==> src/rtl/msd_pkg.sv <==
package msd_pkg;

  typedef enum logic [1:0] {
    MODE_LOW  = 2'd0,
    MODE_CLK  = 2'd1,
    MODE_NCLK = 2'd2,
    MODE_HIGH = 2'd3
  } strap_mode_t;

  // hi: strap level seen in the clock-high phase, lo: level in the clock-low phase
  function automatic strap_mode_t phase_decode(input logic hi, input logic lo);
    case ({hi, lo})
      2'b00:   return MODE_LOW;
      2'b10:   return MODE_CLK;
      2'b01:   return MODE_NCLK;
      default: return MODE_HIGH;
    endcase
  endfunction

  function automatic logic mode_uses_prescale(input strap_mode_t m);
    return (m == MODE_CLK) || (m == MODE_NCLK);
  endfunction

endpackage

==> src/rtl/msd_sync.sv <==
module msd_sync #(
  parameter int WIDTH  = 1,
  parameter int STAGES = 2
) (
  input  logic             clk,
  input  logic             rst_n,
  input  logic [WIDTH-1:0] d_i,
  output logic [WIDTH-1:0] q_o
);

  genvar b;
  generate
    for (b = 0; b < WIDTH; b++) begin : g_bit
      logic [STAGES-1:0] chain;
      if (STAGES == 1) begin : g_one
        always_ff @(posedge clk or negedge rst_n) begin
          if (!rst_n) chain <= '0;
          else        chain <= d_i[b];
        end
      end else begin : g_many
        always_ff @(posedge clk or negedge rst_n) begin
          if (!rst_n) chain <= '0;
          else        chain <= {chain[STAGES-2:0], d_i[b]};
        end
      end
      assign q_o[b] = chain[STAGES-1];
    end
  endgenerate

endmodule

==> src/rtl/msd_phase_sampler.sv <==
module msd_phase_sampler
  import msd_pkg::*;
#(
  parameter int TIMEOUT = 1024
) (
  input  logic        clk,
  input  logic        rst_n,
  input  logic        mclk_s_i,
  input  logic        pin_s_i,
  output logic        dec_valid_o,
  output strap_mode_t dec_mode_o
);

  localparam int CW = (TIMEOUT > 2) ? $clog2(TIMEOUT) : 1;
  localparam logic [CW-1:0] LAST = CW'(TIMEOUT - 1);

  logic          mclk_q;
  logic          have_hi;
  logic          hi_smp;
  logic [CW-1:0] stall_cnt;
  logic          rise, fall;

  assign rise = mclk_s_i & ~mclk_q;
  assign fall = ~mclk_s_i & mclk_q;

  always_ff @(posedge clk or negedge rst_n) begin
    if (!rst_n) begin
      mclk_q      <= 1'b0;
      have_hi     <= 1'b0;
      hi_smp      <= 1'b0;
      stall_cnt   <= '0;
      dec_valid_o <= 1'b0;
      dec_mode_o  <= MODE_LOW;
    end else begin
      mclk_q      <= mclk_s_i;
      dec_valid_o <= 1'b0;
      if (rise || fall) begin
        stall_cnt <= '0;
      end else if (stall_cnt == LAST) begin
        // clock has stopped: read the strap as a constant level
        stall_cnt   <= '0;
        have_hi     <= 1'b0;
        dec_valid_o <= 1'b1;
        dec_mode_o  <= pin_s_i ? MODE_HIGH : MODE_LOW;
      end else begin
        stall_cnt <= stall_cnt + 1'b1;
      end
      if (rise) begin
        hi_smp  <= pin_s_i;
        have_hi <= 1'b1;
      end
      if (fall && have_hi) begin
        dec_valid_o <= 1'b1;
        dec_mode_o  <= phase_decode(hi_smp, pin_s_i);
        have_hi     <= 1'b0;
      end
    end
  end

  AST_DECODE_SPACED: assert property (@(posedge clk) disable iff (!rst_n)
    dec_valid_o |=> !dec_valid_o) else $error("decodes back to back");

endmodule

==> src/rtl/msd_qualifier.sv <==
module msd_qualifier
  import msd_pkg::*;
#(
  parameter int ACCEPT_N = 4
) (
  input  logic        clk,
  input  logic        rst_n,
  input  logic        dec_valid_i,
  input  strap_mode_t dec_mode_i,
  output strap_mode_t acc_mode_o,
  output logic        locked_o,
  output logic        chg_o
);

  localparam int NW = $clog2(ACCEPT_N + 1);
  localparam logic [NW-1:0] FULL = NW'(ACCEPT_N);

  strap_mode_t   cand;
  logic [NW-1:0] cnt;
  logic [NW-1:0] nxt_cnt;

  always_comb begin
    if (dec_mode_i != cand) nxt_cnt = NW'(1);
    else if (cnt == FULL)   nxt_cnt = cnt;
    else                    nxt_cnt = cnt + 1'b1;
  end

  always_ff @(posedge clk or negedge rst_n) begin
    if (!rst_n) begin
      cand       <= MODE_LOW;
      cnt        <= '0;
      acc_mode_o <= MODE_LOW;
      locked_o   <= 1'b0;
      chg_o      <= 1'b0;
    end else begin
      chg_o <= 1'b0;
      if (dec_valid_i) begin
        cand <= dec_mode_i;
        cnt  <= nxt_cnt;
        if (nxt_cnt == FULL && (!locked_o || dec_mode_i != acc_mode_o)) begin
          acc_mode_o <= dec_mode_i;
          locked_o   <= 1'b1;
          chg_o      <= (dec_mode_i != acc_mode_o);
        end
      end
    end
  end

  AST_STROBE_AFTER_DECODE: assert property (@(posedge clk) disable iff (!rst_n)
    chg_o |-> $past(dec_valid_i)) else $error("strobe without decode");

endmodule

==> src/rtl/msd_strap_decoder.sv <==
module msd_strap_decoder
  import msd_pkg::*;
#(
  parameter int SYNC_STAGES = 2,
  parameter int ACCEPT_N    = 4,
  parameter int TIMEOUT     = 1024
) (
  input  logic       clk,
  input  logic       rst_n,
  input  logic       mclk_i,
  input  logic       cfg_gain_i,
  input  logic       cfg_tc_i,
  output logic [1:0] tc_trim_o,
  output logic       gain_x32_o,
  output logic       prescale_div2_o,
  output logic       vch_en_o,
  output logic       mode_chg_o
);

  localparam int NSYNC = 3;

  logic [NSYNC-1:0] raw, synced;
  logic             dec_valid;
  strap_mode_t      dec_mode;
  strap_mode_t      acc_mode;
  logic             locked;

  assign raw = {cfg_gain_i, cfg_tc_i, mclk_i};

  msd_sync #(.WIDTH(NSYNC), .STAGES(SYNC_STAGES)) u_sync (
    .clk  (clk),
    .rst_n(rst_n),
    .d_i  (raw),
    .q_o  (synced)
  );

  msd_phase_sampler #(.TIMEOUT(TIMEOUT)) u_sampler (
    .clk        (clk),
    .rst_n      (rst_n),
    .mclk_s_i   (synced[0]),
    .pin_s_i    (synced[1]),
    .dec_valid_o(dec_valid),
    .dec_mode_o (dec_mode)
  );

  msd_qualifier #(.ACCEPT_N(ACCEPT_N)) u_qual (
    .clk        (clk),
    .rst_n      (rst_n),
    .dec_valid_i(dec_valid),
    .dec_mode_i (dec_mode),
    .acc_mode_o (acc_mode),
    .locked_o   (locked),
    .chg_o      (mode_chg_o)
  );

  assign tc_trim_o       = acc_mode;
  assign gain_x32_o      = synced[2];
  assign prescale_div2_o = mode_uses_prescale(acc_mode);
  assign vch_en_o        = locked;

  AST_STROBE_SINGLE: assert property (@(posedge clk) disable iff (!rst_n)
    mode_chg_o |=> !mode_chg_o) else $error("strobe longer than one cycle");

  AST_TRIM_MOVES_WITH_STROBE: assert property (@(posedge clk) disable iff (!rst_n)
    !$stable(tc_trim_o) |-> mode_chg_o) else $error("trim changed silently");

  AST_VCH_STICKY: assert property (@(posedge clk) disable iff (!rst_n)
    vch_en_o |=> vch_en_o) else $error("voltage enable dropped");

endmodule

==> config.mk <==
export PLATFORM = sky130hd
export DESIGN_NAME = msd_strap_decoder
export DESIGN_NICKNAME = d
export VERILOG_FILES = /design/src/rtl/msd_pkg.sv /design/src/rtl/msd_sync.sv /design/src/rtl/msd_phase_sampler.sv /design/src/rtl/msd_qualifier.sv /design/src/rtl/msd_strap_decoder.sv
export SDC_FILE = /design/constraint.sdc
export NUM_CORES = 1
export LEC_CHECK = 0
export BUFFER_PORTS_ARGS = -buffer_cell sky130_fd_sc_hd__buf_4
export CORE_MARGIN = 4
export CORE_UTILIZATION = 57
export CTS_BUF_LIST = sky130_fd_sc_hd__clkbuf_8 sky130_fd_sc_hd__clkbuf_16
export DETAILED_ROUTE_END_ITERATION = 6
export PLACE_DENSITY = 0.76
export SLEW_MARGIN = 40
export SYNTH_ARGS = -nofsm -noshare
export SYNTH_HDL_FRONTEND = slang
export SYNTH_HIERARCHICAL = 1
export SYNTH_SLANG_ARGS = --single-unit
export TNS_END_PERCENT = 10
==> constraint.sdc <==
create_clock -name clk -period 2.1 [get_ports clk]
set_input_delay 0.315 -clock clk [delete_from_list [all_inputs] [get_ports clk]]
set_output_delay 0.315 -clock clk [all_outputs]
set_load 0.03 [all_outputs]
==> results of run 1 <==
-- logic make-up after synthesis --
kind of cell | after synthesis | synth area share (%)
AO/OA/AOI/OAI | 16 | 8.94
XOR/XNOR | 11 | 6.81
flip-flops | 31 | 54.9
multiplexers | 6 | 5.04
AND/OR/NAND/NOR | 39 | 15.6
adder cells (fa/ha/maj) | 6 | 5.31
buffers and inverters | 10 | 3.45
-- worst max-delay path: stages (launching register included) --
cell and delay (ps):
dfrtp_1 400, inv_1 60, ha_1 220, a21bo_1 200, a211oi_2 230, o2111ai_2 200, mux2_2 300
-- metal layers --
metal | vias up | global-route usage [%]
met1 | 426 | 19.0
met3 | 0 | 7.57
met5 | - | 0
li1 | 428 | -
met2 | 20 | 24.2
met4 | 0 | 4.97
-- state kept, by name, indices dropped and copies added (netlist names) --
register / count
u_sampler/stall_cnt: 10
u_qual/acc_mode_o: 2
u_sampler/mclk_q: 1
u_sampler/have_hi: 1
u_sampler/dec_valid_o: 1
u_sampler/dec_mode_o: 2
u_sampler/hi_smp: 1
u_qual/cnt: 3
u_qual/chg_o: 1
u_qual/cand: 2
u_sync/g_bit.chain: 6
u_qual/locked_o: 1
-- metrics by stage --
stage	hold slack (ps)	worst slack (ps)	std cells	utilization (%)	instance area, sq um
after floorplan	19.4	482	119	-	1410
after global placement	259	435	153	65.8	1500
after detailed placement	266	361	153	65.8	1500
after CTS	125	347	162	71.2	1620
after global routing	120	260	162	71.2	1620
final	135	363	162	71.2	1620
-- cell type report --
class                   instances  area, sq um  share of cell area (%)
clock buffers                   5         68.8                    4.25
clock inverters                 3         43.8                    2.70
inverters                       6         22.5                    1.39
multi-input cells              78          589                    36.4
flip-flops and latches         31          776                    47.9
well taps                      28         35.0                    2.16
repair buffers                 11         85.1                    5.25
-- Yosys cell counts (2+ instances only) --
| cell | instances | area [sq um] |
|---|---|---|
| inv_1 | 6 | 22.5 |
| a21oi_1 | 6 | 30.0 |
| dfrtp_1 | 31 | 776 |
| ha_1 | 6 | 75.1 |
| nor2b_1 | 3 | 18.8 |
| o21ai_0 | 3 | 15.0 |
| nand3_1 | 7 | 35.0 |
| mux2_2 | 5 | 56.3 |
| and2_1 | 2 | 12.5 |
| buf_4 | 3 | 22.5 |
| xor2_1 | 7 | 61.3 |
| nor2_1 | 11 | 41.3 |
| nand2_1 | 6 | 22.5 |
| xnor2_1 | 4 | 35.0 |
| nand3b_1 | 2 | 15.0 |
-- power by group through the flow --
stage	logic, uW	clock network [uW]	registers, uW
floorplan	305	0	828
global placement	436	0	811
detailed placement	449	0	818
CTS	453	590	811
global route	485	620	828
finish	445	578	811
-- what timing repair did --
action / 4_1_cts / 5_1_grt
endpoints found under the hold margin: 31 / 0
endpoints found under the setup margin: 0 / 0
hold buffers: 1 / 0
-- worst paths after layout --
check	startpoint	end	slack, ps	depth (start not counted)
max	u_qual/cnt[0]	u_qual/acc_mode_o[1]	360	6
min	mclk_i	u_sync/g_bit[0].chain[0]	140	1
max reg2reg	u_qual/cnt[0]	u_qual/acc_mode_o[1]	360	6
min reg2reg	u_sync/g_bit[0].chain[0]	u_sync/g_bit[0].chain[1]	350	0
max in group asynchronous	rst_n	u_sync/g_bit[2].chain[0]	1320	2
min in group asynchronous	rst_n	u_sampler/stall_cnt[5]	500	2
==> out/metrics.cfg, run 1 <==
[run_status]
outcome=completed

[routing]
wl_per_cell_um=13.7
vias_per_cell=5.40
drt_iter0_drc=11
first_pass_iters=4
highest_layer=met3
wl_met2_um=1060
dr_wl_met3_um=134
routed_wl_um=2220
vias=874
route.detailed.drc=0
drtAntennaViolNets=0
wl_met1_um=1030

[sta]
rsz0062_at_grt=false
drv_slew=0
fin_crit_ps=1740
setup_viol=0
fmax_mhz=576
relSlewSlack_pct=74.5
tns_ps=0
min_period_over_period_pct=82.7
tightest_slew_ps=382
hold_viol=0
fin_skew_ps=5.91

[clocking]
clock_latency_ps=280
post_cts_buffers=0
cts_sinks=31
cts_resized=0
clockRootBuffer=clkbuf_8
cts_max_level=2
cts_tree=yes
clkSlewWorstSetupHoldPaths_ps=70
clock_path_buffers=2
numCtsBuffers=5

[grt]
antenna_found_initial=0
grt_pass1_wl_um=3820
grt_usage_pct=15.5
grt_pass1_vias=878
grt_start_max_net_pins=32
grt_overflow=0

[layout]
final_layout_size_suffix_gt1_share_pct=23.1
final_cell_mix=31 x dfrtp_1, 11 x nor2_1, 10 x buf_4, 7 x xor2_1, 7 x nand3_1
final_common_cell=dfrtp_1
fin_nets=144
n_antenna_cell=0
nFillCells=159
synthToLayoutAreaGrowth_pct=14.6

[yosys]
dominantRegCellSynth=dfrtp_1
ys_ff_latch=31
async_flop_share_pct=100
synth-seq-area-share_pct=54.9
syn_area_sq_um=1410
yosysWarnings=6
avgSynthCellArea_sq_um=11.9
synth_cell_type_count=32
syn_inst=119
synth_edf_count=0
synth_fp_nets=130

[placed_design]
place_congestion=0.797
dp_hpwl_um=1570
place.port_buffers=10

[setup_path]
crit_required_ps=2270
critPathKind=flop to flop
critPathLaunchType=flop
critPathMaxFanout=5
arrival_ps=1910
crit_path_end_kind=flop

[power_and_ir_drop]
switching_share_pct=31.2
pwr-share-clk_pct=31.5
ir_drop_v=0.00129
switchingPower_uw=572
p_leak_uw=0.000795
internal_power_uw=1260
seqPwrFrac_pct=44.2
powerDensity_nw_per_um2=1130
p_total_uw=1830
comb_power_share_pct=24.3

[floorplanning]
dieArea_sq_um=3340
io_pins=11
core_sq_um=2280
fp.dieH_um=57.8
die_x_um=57.8
start_util_pct=62.1
rows=17

[job]
cap_violations=0

[hold_path]
min-delay-path-class=primary input to flop

Power figures use the tool's default switching activity.
==> run 2: changes to the inputs <==
- clock period: 2.1 -> 1.65 ns (I/O delays scaled with it)
==> run 2 against run 1 <==
Net effect: the flow now finishes with violations (setup timing); cell count is 4.3% higher; hold slack got worse by 68 ps; first-iteration DRC count is 27% lower; flip-flop and latch count unchanged; sequential share of layout area fell by 1.4 points; critical path depth unchanged; sequential power up 25%; global-route usage rose by 1.4 points; fmax is 1.0% higher; highest routed layer is now met4.
==> out/metrics.cfg, run 2 (synthesized netlist as in run 1, its figures left out) <==
[run_status]
outcome=finished with violations
violations=setup timing

[setup_path]
critPathKind=flop to flop
worst-path-buf-inv=1  ; unchanged
slowest_delay_ps=350  ; -50 ps
arrival_ps=1890  ; -20 ps
crit_required_ps=1820  ; -450 ps
crit_slowest_cell=dfrtp_1
cp_cell_sequence=inv_1 -> ha_4 -> a21bo_1 -> a211oi_2 -> o2111ai_2 -> mux2_4
critPathLaunchType=flop
crit_path_end_kind=flop
crit_family=compound AO/OA/AOI/OAI gates
critPathMaxFanout=3  ; -2

[routing]
vias_per_cell=5.27  ; -2.4%
route.detailed.drc=0  ; unchanged
wl_per_cell_um=13.8  ; +0.25%
routed_wl_um=2330  ; +4.6%
drt_iter0_drc=8  ; -3
first_pass_iters=4  ; unchanged
vias=890  ; +1.8%
drtAntennaViolNets=0  ; unchanged

[layout]
n_antenna_cell=0  ; unchanged
multi_input_area_sq_um=609  ; +3.4%
largest_reg_flops=10  ; unchanged
final_cell_mix=31 x dfrtp_1, 16 x buf_4, 11 x nor2_1, 7 x xor2_1, 7 x nand3_1
top_register=u_sampler/stall_cnt
fin_nets=151  ; +4.9%
ff_latch_area_sq_um=776  ; unchanged
final_layout_size_suffix_gt1_share_pct=28.4  ; +5.2 points
postLayoutCellArea_sq_um=1670  ; +3.0%
nFillCells=152  ; -4.4%
final_common_cell=dfrtp_1
synthToLayoutAreaGrowth_pct=18.1
largestRegisters=u_sampler/stall_cnt x10, u_sync/g_bit.chain x6, u_qual/cnt x3

[grt]
grt_start_max_net_pins=32  ; unchanged
grt_pass1_wl_um=4070  ; +6.5%
grt_overflow=0  ; unchanged
grt_pass1_vias=937  ; +6.7%
grt_usage_pct=16.9  ; +1.4 points
antenna_found_initial=0  ; unchanged

[sta]
relSlewSlack_pct=74.5  ; about the same
fin_crit_ps=1720  ; -18.0 ps
fin_skew_ps=6.53  ; +0.625 ps
tightest_slew_ps=383  ; +0.165 ps
setup_viol=3  ; +3
fin_ws_ps=-68.9  ; -432 ps
drv_slew=0  ; unchanged
whs_ps=67.7  ; -67.7 ps
hold_viol=0  ; unchanged
rsz0062_at_grt=true
min_period_over_period_pct=104  ; +21 points
fmax_mhz=582  ; +1.0%

[clocking]
cts_max_level=2  ; unchanged
numCtsBuffers=5  ; unchanged
clock_path_buffers=2  ; unchanged
clock_latency_ps=280  ; about the same
clkSlewWorstSetupHoldPaths_ps=70  ; about the same
cts_tree=yes
clockRootBuffer=clkbuf_8
cts_sinks=31  ; unchanged

[placed_design]
place.port_buffers=10  ; unchanged
dp_hpwl_um=1550  ; -1.7%
place_congestion=0.808  ; +1.4%
dpl_cell_area_sq_um=1540  ; +2.5%

[floorplanning]
dieArea_sq_um=3340  ; unchanged
io_pins=11  ; unchanged
core_sq_um=2280  ; unchanged
start_util_pct=62.1  ; unchanged
fp.dieH_um=57.8  ; unchanged
rows=17  ; unchanged
die_x_um=57.8  ; unchanged

[power_and_ir_drop]
ir_drop_v=0.00151  ; +17%
powerDensity_nw_per_um2=1350  ; +20%
p_leak_uw=0.000818  ; +3.0%

[job]
cap_violations=0  ; unchanged

[hold_path]
min-delay-path-class=primary input to flop

-- run 2: repair_timing --
| item | in CTS | in global routing |
|---|---|---|
| pin swaps | 1 | 4 |
| resized for setup | 0 | 6 |
| hold buffers | 1 | 0 |
| buffers inserted | 0 | 3 |
| endpoints found under the setup margin | 2 | 2 |
| hold endpoints to repair | 31 | 0 |
-- run 2: area by class of cell --
class / count / area share (%)
clock buffers: 5 / 4.12
clock inverters: 3 / 0.975
inverters: 6 / 1.35
multi-input cells: 78 / 36.5
flip-flops and latches: 31 / 46.5
well taps: 28 / 2.10
repair buffers: 18 / 8.47
-- run 2: power by group --
part	internal (uW)	switching, uW	total (uW)	leakage, uW
logic	331	346	677	0.000377
registers	890	124	1010	0.000396
clock network	288	281	569	0.0000453
total	1510	751	2260	0.000818
-- run 2: routing by layer --
| metal | vias up | GRT usage [%] | routed length [um] |
|---|---|---|---|
| li1 | 439 | - | - |
| met1 | 432 | 19.8 | 1100 |
| met2 | 15 | 25.5 | 1070 |
| met3 | 4 | 8.24 | 117 |
| met4 | 0 | 8.94 | 36 |
| met5 | - | 0 | 0 |
-- run 2: final timing paths --
check                                          from                  endpoint  slack (ps)  cells after the start
setup / recovery                      u_qual/cnt[1]      u_qual/acc_mode_o[0]         -70                      6
hold / removal                             cfg_tc_i  u_sync/g_bit[1].chain[0]          70                      1
setup reg to reg                      u_qual/cnt[1]      u_qual/acc_mode_o[0]         -70                      6
hold reg to reg            u_sync/g_bit[0].chain[0]  u_sync/g_bit[0].chain[1]         360                      0
max in group asynchronous                     rst_n            u_qual/cand[1]         940                      2
min in group asynchronous                     rst_n    u_sampler/stall_cnt[5]         430                      2
-- run 2: stage by stage --
| step | util [%] | setup TNS (ps) | setup slack, ps | instances | power [uW] |
|---|---|---|---|---|---|
| 4_1_cts | 71.6 | -76.5 | -39.6 | 167 | 2230 |
| 3_5_place_dp | 67.5 | -87.0 | -44.8 | 158 | 1650 |
| 6_report | 73.3 | -125 | -68.9 | 169 | 2260 |
| 5_1_grt | 73.3 | -342 | -129 | 169 | 2430 |
| 2_1_floorplan | - | 0 | 31.9 | 119 | 1440 |
| 3_3_place_gp | 67.5 | 0 | 35.1 | 158 | 1610 |
==> run 3: changes to the inputs <==
- CORE_ASPECT_RATIO: default -> 1.5
==> run 3 against run 2 <==
Net effect: routed wire length fell by 4.0%; fmax increased by 3.0%; utilization shrank 0.77 points; worst setup slack improved by 50 ps; flip-flop and latch count unchanged; the flow still finishes with violations (setup timing); cell count fell by 1.2%; via count rose by 3.8%; highest routed layer unchanged; power down 1.2%; critical endpoint unchanged; die area is 0.49% higher; global-route usage down 1.3 points; largest power group unchanged.
==> out/metrics.cfg, run 3 (synthesized netlist as in run 1, its figures left out) <==
[layout]
fin_nets=154  ; +2.0%
largestRegisters=u_sampler/stall_cnt x10, u_sync/g_bit.chain x6, u_qual/cnt x3
synthToLayoutAreaGrowth_pct=18.7
top_register=u_sampler/stall_cnt
ff_latch_area_sq_um=776  ; unchanged
final_cell_mix=31 x dfrtp_1, 20 x buf_4, 11 x nor2_1, 7 x xor2_1, 7 x nand3_1
n_antenna_cell=0  ; unchanged
final_layout_size_suffix_gt1_share_pct=29.9  ; +1.5 points
final_common_cell=dfrtp_1
postLayoutCellArea_sq_um=1680  ; +0.52%
largest_reg_flops=10  ; unchanged
multi_input_area_sq_um=609  ; unchanged
nFillCells=176  ; +16%

[floorplanning]
rows=21  ; +4
io_pins=11  ; unchanged
die_x_um=48.7  ; -16%
start_util_pct=61.1  ; -0.97 points
dieArea_sq_um=3360  ; +0.49%
core_sq_um=2310  ; +1.6%
fp.dieH_um=69.0  ; +19%

[grt]
grt_pass1_vias=950  ; +1.4%
grt_pass1_wl_um=3970  ; -2.4%
antenna_found_initial=0  ; unchanged
grt_usage_pct=15.6  ; -1.3 points
grt_overflow=0  ; unchanged
grt_start_max_net_pins=32  ; unchanged

[routing]
wl_per_cell_um=13.4  ; -2.8%
drtAntennaViolNets=0  ; unchanged
routed_wl_um=2230  ; -4.0%
first_pass_iters=3  ; -1
vias_per_cell=5.53  ; +5.1%
vias=924  ; +3.8%
route.detailed.drc=0  ; unchanged
drt_iter0_drc=13  ; +5

[clocking]
clockRootBuffer=clkbuf_8
numCtsBuffers=5  ; unchanged
clock_path_buffers=2  ; unchanged
cts_sinks=31  ; unchanged
cts_tree=yes
cts_max_level=2  ; unchanged
clkSlewWorstSetupHoldPaths_ps=60  ; about the same
clock_latency_ps=270  ; about the same

[setup_path]
crit_family=compound AO/OA/AOI/OAI gates
arrival_ps=1830  ; -60 ps
cp_cell_sequence=inv_2 -> ha_4 -> a21bo_1 -> a211oi_2 -> o2111ai_2 -> mux2_4
slowest_delay_ps=360  ; about the same
worst-path-buf-inv=1  ; unchanged
ff2ff_path_depth=6  ; unchanged
crit_slowest_cell=dfrtp_1
critPathKind=flop to flop
critPathMaxFanout=3  ; unchanged
crit_required_ps=1810  ; about the same
path_depth=6  ; unchanged
critPathLaunchType=flop
crit_path_end_kind=flop

[sta]
min_period_over_period_pct=101  ; -3.1 points
fin_crit_ps=1670  ; -50.4 ps
fin_ws_ps=-18.5  ; +50.4 ps
whs_ps=83.2  ; +15.5 ps
fin_skew_ps=6.25  ; -0.287 ps
relSlewSlack_pct=75.2  ; +0.67 points
hold_viol=0  ; unchanged
tightest_slew_ps=373  ; -10.0 ps
drv_slew=0  ; unchanged
rsz0062_at_grt=true
fmax_mhz=599  ; +3.0%
setup_viol=1  ; -2

[power_and_ir_drop]
p_leak_uw=0.000836  ; +2.1%
ir_drop_v=0.000779  ; -48%
powerDensity_nw_per_um2=1330  ; -1.7%

[placed_design]
dpl_cell_area_sq_um=1540  ; about the same
dp_hpwl_um=1670  ; +7.8%
place_congestion=0.724  ; -10%
place.port_buffers=10  ; unchanged

[hold_path]
holdPathStages=1  ; unchanged
min-delay-path-class=primary input to flop

[job]
cap_violations=0  ; unchanged

[run_status]
violations=setup timing
outcome=finished with violations

run 3: worst reg2reg max path: stages, from the launching register on:
cell	delay, ps
dfrtp_1	360
inv_2	60
ha_4	160
a21bo_1	180
a211oi_2	240
o2111ai_2	220
mux2_4	330
run 3: power breakdown:
part	leakage [uW]	switching, uW	internal (uW)
combinational	0.000389	359	344
sequential	0.000396	120	891
clock	0.0000505	237	282
total	0.000836	716	1520
run 3: timing repair:
item                       in CTS  in global routing
resized for setup               4                  2
hold endpoints to repair       31                  0
pin swaps                       3                  2
hold buffers                    1                  0
setup endpoints to repair       2                  2
setup buffers                   3                  2
cloned                          0                  0
run 3: per-layer routing:
metal | global-route usage, % | routed length, um | up-vias | share of wire, %
li1 | - | - | 444 | -
met1 | 14.5 | 818 | 457 | 37
met2 | 29.7 | 1280 | 19 | 57
met3 | 5.38 | 100 | 4 | 4.5
met4 | 8.08 | 34 | 0 | 1.5
met5 | 0 | 0 | - | 0
run 3: worst paths after layout:
path,start,endpoint,slack [ps]
hold reg to reg,u_sync/g_bit[1].chain[0],u_sync/g_bit[1].chain[1],350
setup reg to reg,u_qual/cnt[1],u_qual/acc_mode_o[0],-20
max in group asynchronous,rst_n,u_sampler/stall_cnt[6],930
min in group asynchronous,rst_n,u_sampler/dec_mode_o[1],440
hold / removal,cfg_gain_i,u_sync/g_bit[2].chain[0],80
setup / recovery,u_qual/cnt[1],u_qual/acc_mode_o[0],-20
run 3: final cells by class:
cell class	count	area share, %
flip-flops and latches	31	46.2
inverters	6	1.34
clock inverters	3	0.746
repair buffers	21	9.55
clock buffers	5	4.10
multi-input cells	78	36.3
well taps	23	1.72
run 3: metrics by stage:
| stage | power (uW) | util, % | setup WS, ps | TNS [ps] | std cells |
|---|---|---|---|---|---|
| 2_1_floorplan | 1440 | - | 31.9 | 0 | 119 |
| 3_3_place_gp | 1620 | 66.5 | 49.0 | 0 | 154 |
| 3_5_place_dp | 1660 | 66.5 | -49.5 | -95.8 | 154 |
| 4_1_cts | 2240 | 71.8 | -32.5 | -46.8 | 165 |
| 5_1_grt | 2380 | 72.6 | -71.7 | -141 | 167 |
| 6_report | 2230 | 72.6 | -18.5 | -18.5 | 167 |
